### src/rtl/cnu_pkg.sv
`timescale 1ns/1ps
package cnu_pkg;
  // Strobes passed from the control to the datapath.
  typedef struct packed {
    logic load;   // capture a new check-node result this cycle
  } cnu_strobe_t;
endpackage

### src/rtl/cnu_ctrl.sv
`timescale 1ns/1ps
module cnu_ctrl
  import cnu_pkg::*;
(
  input  logic        clk,
  input  logic        rstN,
  input  logic        inValid,
  output cnu_strobe_t strb,
  output logic        outValid
);
  // Capture is issued in the cycle the input is offered.
  always_comb begin
    strb.load = inValid;
  end

  // Flag a fresh result one cycle later.
  always_ff @(posedge clk or negedge rstN) begin
    if (!rstN) outValid <= 1'b0;
    else       outValid <= inValid;
  end
endmodule

### src/rtl/cnu_datapath.sv
`timescale 1ns/1ps
module cnu_datapath
  import cnu_pkg::*;
#(
  parameter  int DEG = 15,
  parameter  int PW  = 8,
  parameter  int MW  = 5,
  localparam int IW  = (DEG > 1) ? $clog2(DEG) : 1,
  localparam int OW  = MW + 1,
  localparam int RW  = 2*MW + IW + DEG + 1
)(
  input  logic              clk,
  input  logic              rstN,
  input  cnu_strobe_t       strb,
  input  logic [DEG-1:0]    laneEn,
  input  logic [DEG*PW-1:0] priors,
  output logic [RW-1:0]     record,
  output logic [DEG*OW-1:0] msgs
);
  localparam logic [PW-1:0] MAXM = PW'((1 << MW) - 1);

  function automatic logic [PW-1:0] absMag(input logic [PW-1:0] x);
    return x[PW-1] ? (~x + PW'(1)) : x;
  endfunction

  function automatic logic [MW-1:0] scaleSat(input logic [PW-1:0] m);
    logic [PW-1:0] s;
    s = (m >> 1) + (m >> 2);
    return (s > MAXM) ? MAXM[MW-1:0] : s[MW-1:0];
  endfunction

  // Search over the enabled lanes in index order.
  logic [PW-1:0]  curMin1, curMin2;
  logic [IW-1:0]  curIdx;
  logic [DEG-1:0] curSigns;
  logic           curProd;

  always_comb begin
    logic [PW-1:0] laneMag;
    curMin1  = '1;
    curMin2  = '1;
    curIdx   = '0;
    curSigns = '0;
    curProd  = 1'b0;
    for (int i = 0; i < DEG; i++) begin
      laneMag = absMag(priors[i*PW +: PW]);
      if (laneEn[i]) begin
        curSigns[i] = priors[i*PW + PW - 1];
        curProd     = curProd ^ priors[i*PW + PW - 1];
        if (laneMag < curMin1) begin
          curMin2 = curMin1;
          curMin1 = laneMag;
          curIdx  = IW'(i);
        end else if (laneMag < curMin2) begin
          curMin2 = laneMag;
        end
      end
    end
  end

  // Compressed record storage.
  logic [MW-1:0]  rMin1, rMin2;
  logic [IW-1:0]  rIdx;
  logic [DEG-1:0] rSigns, rMask;
  logic           rProd;

  always_ff @(posedge clk or negedge rstN) begin
    if (!rstN) begin
      rMin1  <= '0;
      rMin2  <= '0;
      rIdx   <= '0;
      rSigns <= '0;
      rMask  <= '0;
      rProd  <= 1'b0;
    end else if (strb.load) begin
      rMin1  <= scaleSat(curMin1);
      rMin2  <= scaleSat(curMin2);
      rIdx   <= curIdx;
      rSigns <= curSigns;
      rMask  <= laneEn;
      rProd  <= curProd;
    end
  end

  assign record = {rProd, rSigns, rIdx, rMin2, rMin1};

  // Per-lane decompression of the stored record.
  for (genvar g = 0; g < DEG; g++) begin : g_expand
    logic [MW-1:0] selMag;
    logic          neg;
    assign selMag = (rIdx == IW'(g)) ? rMin2 : rMin1;
    assign neg    = rProd ^ rSigns[g];
    assign msgs[g*OW +: OW] = rMask[g]
      ? (({1'b0, selMag} ^ {OW{neg}}) + OW'(neg))
      : '0;
  end
endmodule

### src/rtl/cnu_nms.sv
`timescale 1ns/1ps
module cnu_nms #(
  parameter  int DEG = 15,
  parameter  int PW  = 8,
  parameter  int MW  = 5,
  localparam int IW  = (DEG > 1) ? $clog2(DEG) : 1,
  localparam int OW  = MW + 1,
  localparam int RW  = 2*MW + IW + DEG + 1
)(
  input  logic              clk,
  input  logic              rstN,
  input  logic              inValid,
  input  logic [DEG-1:0]    laneEn,
  input  logic [DEG*PW-1:0] priors,
  output logic              outValid,
  output logic [RW-1:0]     record,
  output logic [DEG*OW-1:0] msgs
);
  cnu_pkg::cnu_strobe_t strb;

  cnu_ctrl u_ctrl (
    .clk(clk), .rstN(rstN), .inValid(inValid),
    .strb(strb), .outValid(outValid)
  );

  cnu_datapath #(.DEG(DEG), .PW(PW), .MW(MW)) u_dp (
    .clk(clk), .rstN(rstN), .strb(strb), .laneEn(laneEn),
    .priors(priors), .record(record), .msgs(msgs)
  );
endmodule

### config.mk
export PLATFORM = sky130hd
export DESIGN_NAME = cnu_nms
export DESIGN_NICKNAME = d
export VERILOG_FILES = /design/src/rtl/cnu_pkg.sv /design/src/rtl/cnu_ctrl.sv /design/src/rtl/cnu_datapath.sv /design/src/rtl/cnu_nms.sv
export SDC_FILE = /design/constraint.sdc
export NUM_CORES = 1
export LEC_CHECK = 0
export ABC_AREA = 1
export ABC_CLOCK_PERIOD_IN_PS = 2370
export BUFFER_PORTS_ARGS = -buffer_cell sky130_fd_sc_hd__buf_2
export CORE_ASPECT_RATIO = 0.75
export CORE_MARGIN = 2
export CORE_UTILIZATION = 40
export CTS_CLUSTER_SIZE = 10
export DETAILED_ROUTE_END_ITERATION = 8
export PLACE_DENSITY_LB_ADDON = 0.12
export RECOVER_POWER = 50
export SETUP_SLACK_MARGIN = 0.2
export SLEW_MARGIN = 10
export SYNTH_ARGS = -nofsm -noshare
export SYNTH_HDL_FRONTEND = slang
export SYNTH_SLANG_ARGS = --single-unit
### constraint.sdc
create_clock -name clk -period 2.37 [get_ports clk]
set_input_delay 0.1185 -clock clk [delete_from_list [all_inputs] [get_ports clk]]
set_output_delay 0.1185 -clock clk [all_outputs]
set_load 0.005 [all_outputs]
==> qor.txt <==
======================================================================================
Worst EP arrival                                                              20810 ps
Longest Clk Path Bufs                                                                2
Root Buffer                                                                  clkbuf_16
Count of maximum capacitance violations                                              0
Top post-synthesis cells by count                                         883 x nand2_1, 416 x inv_1, 358 x o21ai_0, 235 x nor2_1, 227 x ha_1
Post-Route Skew                                                                   0 ps
Length of the first detailed-routing pass in iterations                              6
Post-Synthesis Mean Instance Area                                             5.67 um2
Count leader, synth                                                            nand2_1
Placer congestion estimate                                                       0.993
Summed instance area of the synthesized netlist                             0.0169 mm2
Die H                                                                           182 um
Switching portion of total power                                                 0.506
Actual slew at the worst max-slew pin                                          1280 ps
Growth of design area from synthesis to finish                                   88.9%
Area fraction of the dominant cell type after synthesis                          0.197
# nets final                                                                      4647
Cell type group with the largest total delay on the critical path         compound AO/OA/AOI/OAI gates
Cell row count                                                                      65
Final setup violation count                                                         66
Inserted Clock Buffers                                                               5
Synth top area cells                                                      nand2_1 20%, ha_1 17%, o21ai_0 11%
Total overflow reported by the global router                                         0
Capturing point of the worst reg2reg path                                 u_dp.rMin1[2]$_DFFE_PN0P_
Run status                                                                finished, violations left
First-pass GRT wire length                                                      122 mm
Pin count of the biggest net entering global routing                                29
Cell type of the slowest stage on the worst timing path                           ha_2
Setup repair after global routing missed its margin                                yes
Synth cell types                                                                    57
Core Box Area                                                               0.0418 mm2
Critical path type                                                              in2reg
Worst hold start                                                             laneEn[5]
Setup TNS Final                                                             -253860 ps
Critical path peak fanout                                                            8
Worst setup startpoint                                                       priors[0]
Static leakage                                                               0.0166 uW
Synth area leader                                                              nand2_1
Maximum operating frequency                                                   48.5 MHz
TritonCTS clock tree                                                             built
Violation count after the first detailed-route iteration                          2508
Synth Flop Type                                                                dfrtp_1
Critical Path Most Common Cell                                                 nand2_1
Setup crit start kind                                                       input port
Number of standard cells in the layout, taps in and fillers out                   4851
Worst supply voltage drop on vdd                                               1680 uV
Synth async-reset ratio                                                           1.00
Path type of the worst min-delay path                                           in2reg
Least setup slack across all paths after layout                              -18260 ps
Yosys warnings                                                                       0
Critical path depth in cells                                                       144
Final period utilization                                                          8.70
Setup slack on the worst flop-to-flop path                                     1290 ps
Sequential share of power                                                        0.021
Area enclosed by the die boundary                                           0.0438 mm2
P_int                                                                         29400 uW
Aggregate routed wire length                                                   83.3 mm
Post-synthesis cell count                                                         2974
Share of cells above drive strength 1                                            0.510
Min-Delay Endpoint                                                        u_dp.rMask[5]$_DFFE_PN0P_
Clock slew at the register clock pins of the worst setup and hold paths          80 ps
Via count of the first global-routing pass                                       23812
Ports placed on the boundary                                                       259
Proportion of power drawn by combinational gates                                 0.964
Port buffer count                                                                  258
Required time of the critical path                                             2560 ps
Number of nets in the synthesized netlist                                         3341
Insertion delay of the later-clocked pin in the worst-skew pair                 300 ps
Placement-stage worst setup slack                                            -19340 ps
Vias after detailed routing                                                      26022
Starting utilization of the core area                                            0.403
Global-route total usage across every layer                                      0.341
Violations in the final reports                                           setup timing
CP max stage delay                                                              370 ps
TritonCTS Sinks                                                                     46
Number of antenna violations at the first check in global routing                    2
Synthesized flop and latch total                                                    46
Placed cell count                                                                 4491
Tmin final                                                                    20630 ps
Element type at the critical path end                                        flip-flop
Number of remaining DRC errors                                                       0
Count of final max-slew check failures                                               0
Routed len/inst                                                                17.2 um
Cells on Worst Hold Path                                                             4
Power per unit of standard cell area                                       1860 mW/mm2
Sequential area share after synthesis                                           0.0683
Power share of the clock group                                                   0.015
X dimension of the die                                                          241 um
H-tree levels                                                                        2
Antenna-violating nets left                                                          0
Number of vias per cell after detailed routing                                    5.36
Cell depth of the worst flop-to-flop path                                            3
Final hold violation count                                                           0
Remaining max-slew budget at the tightest pin                                    0.149
Net load switching power                                                      30000 uW
Detailed Place HPWL                                                            60.2 mm
Reg-to-reg startpoint                                                     u_dp.rMin1[2]$_DFFE_PN0P_
Final-layout worst hold slack                                                   214 ps
CP Buf/Inv Count                                                                    32
Number of flops mapped to enable cells by yosys                                      0
======================================================================================
metrics by stage:
step / total power (uW) / area, um2 / util
finish: 59400 / 31900 / 0.762
global route: 63800 / 31900 / 0.762
CTS: 50200 / 29100 / 0.697
detailed placement: 41000 / 24800 / 0.594
global placement: 40100 / 24800 / 0.594
floorplan: 24100 / 17500 / -
cell usage in the layout (no fill, tap or decap), types with 10 or more instances in the layout:
cell      instances
dfrtp_1          41
buf_4           991
ha_4             79
inv_2            67
o21ai_4          45
xor2_1           90
inv_1           343
xor2_2           10
o211ai_1         60
nand3_4          10
nand3_2          12
nor2_4           22
a21oi_1          58
o21ai_1          86
buf_2           244
nand4_1          13
a22oi_1          28
ha_1            135
a211oi_2         22
nand3_1          92
nand2_8          13
nor3_1           22
nor2_2           54
buf_6            99
nor2_1          164
nand2_1         718
a31oi_1          18
o21ai_0         130
o21ai_2         111
inv_4            17
clkbuf_1         14
nand2_4          41
xnor2_1          40
ha_2             13
nand2_2         145
a21oi_2          54
logic make-up after synthesis:
kind of cell | synth area share
compound gates | 0.230
simple gates | 0.332
flops | 0.0683
buf+inv | 0.120
fa+ha+maj | 0.171
xor+xnor | 0.0789
routing by layer:
layer | up-vias | track usage | part of all wire
met5 | - | 0 | 0
met1 | 12219 | 0.475 | 0.43
li1 | 12442 | - | -
met2 | 1145 | 0.559 | 0.46
met4 | 0 | 0.0948 | 0.037
met3 | 216 | 0.0303 | 0.069
power groups by stage:
stage                     sequential (uW)  clock [uW]  combinational [uW]
after floorplan                      1060           0               23100
after global placement               1180           0               38900
after detailed placement             1180           0               39800
after CTS                            1190         881               48100
after global routing                 1230         912               61700
final                                1230         885               57300
worst max-delay path by stage:
stage | end | slack (ps)
global placement | u_dp.rMin2[4]$_DFFE_PN0P_ | -18650
floorplan | u_dp.rMin1[2]$_DFFE_PN0P_ | -17500
CTS | u_dp.rMin2[2]$_DFFE_PN0P_ | -17460
finish | u_dp.rMin2[2]$_DFFE_PN0P_ | -18260
detailed placement | u_dp.rMin2[2]$_DFFE_PN0P_ | -19340
global route | u_dp.rMin2[0]$_DFFE_PN0P_ | -19250
timing repair:
action	CTS	global route
hold buffers	1	0
hold endpoints to repair	18	0
setup endpoints to repair	98	98
gates cloned	16	5
pin swaps	225	271
buffers inserted	225	104
resized for setup	684	452
cell type report:
| class | count | area [um2] |
|---|---|---|
| diodes | 1 | 2.50 |
| clock buffers | 6 | 129 |
| clock inverters | 2 | 37.5 |
| fillers | 3089 | 9940 |
| inverters | 445 | 1780 |
| multi-input cells | 2410 | 17800 |
| flip-flops and latches | 46 | 1160 |
| well taps | 569 | 712 |
| repair buffers | 1365 | 10200 |
| repair inverters | 7 | 51.3 |
state kept, by name, indices dropped and copies added (netlist names):
name	count
u_dp.rSigns	15
u_dp.rMin1	5
u_dp.rMin2	5
u_dp.rProd	1
u_dp.rIdx	4
u_dp.rMask	15
u_ctrl.outValid	1
worst register-to-register path, cell delays in order, from the launching register on:
cell and delay [ps]:
dfrtp_1 520, buf_4 260, o21ai_1 140, inv_1 60
(Power assumes the default switching activity.)
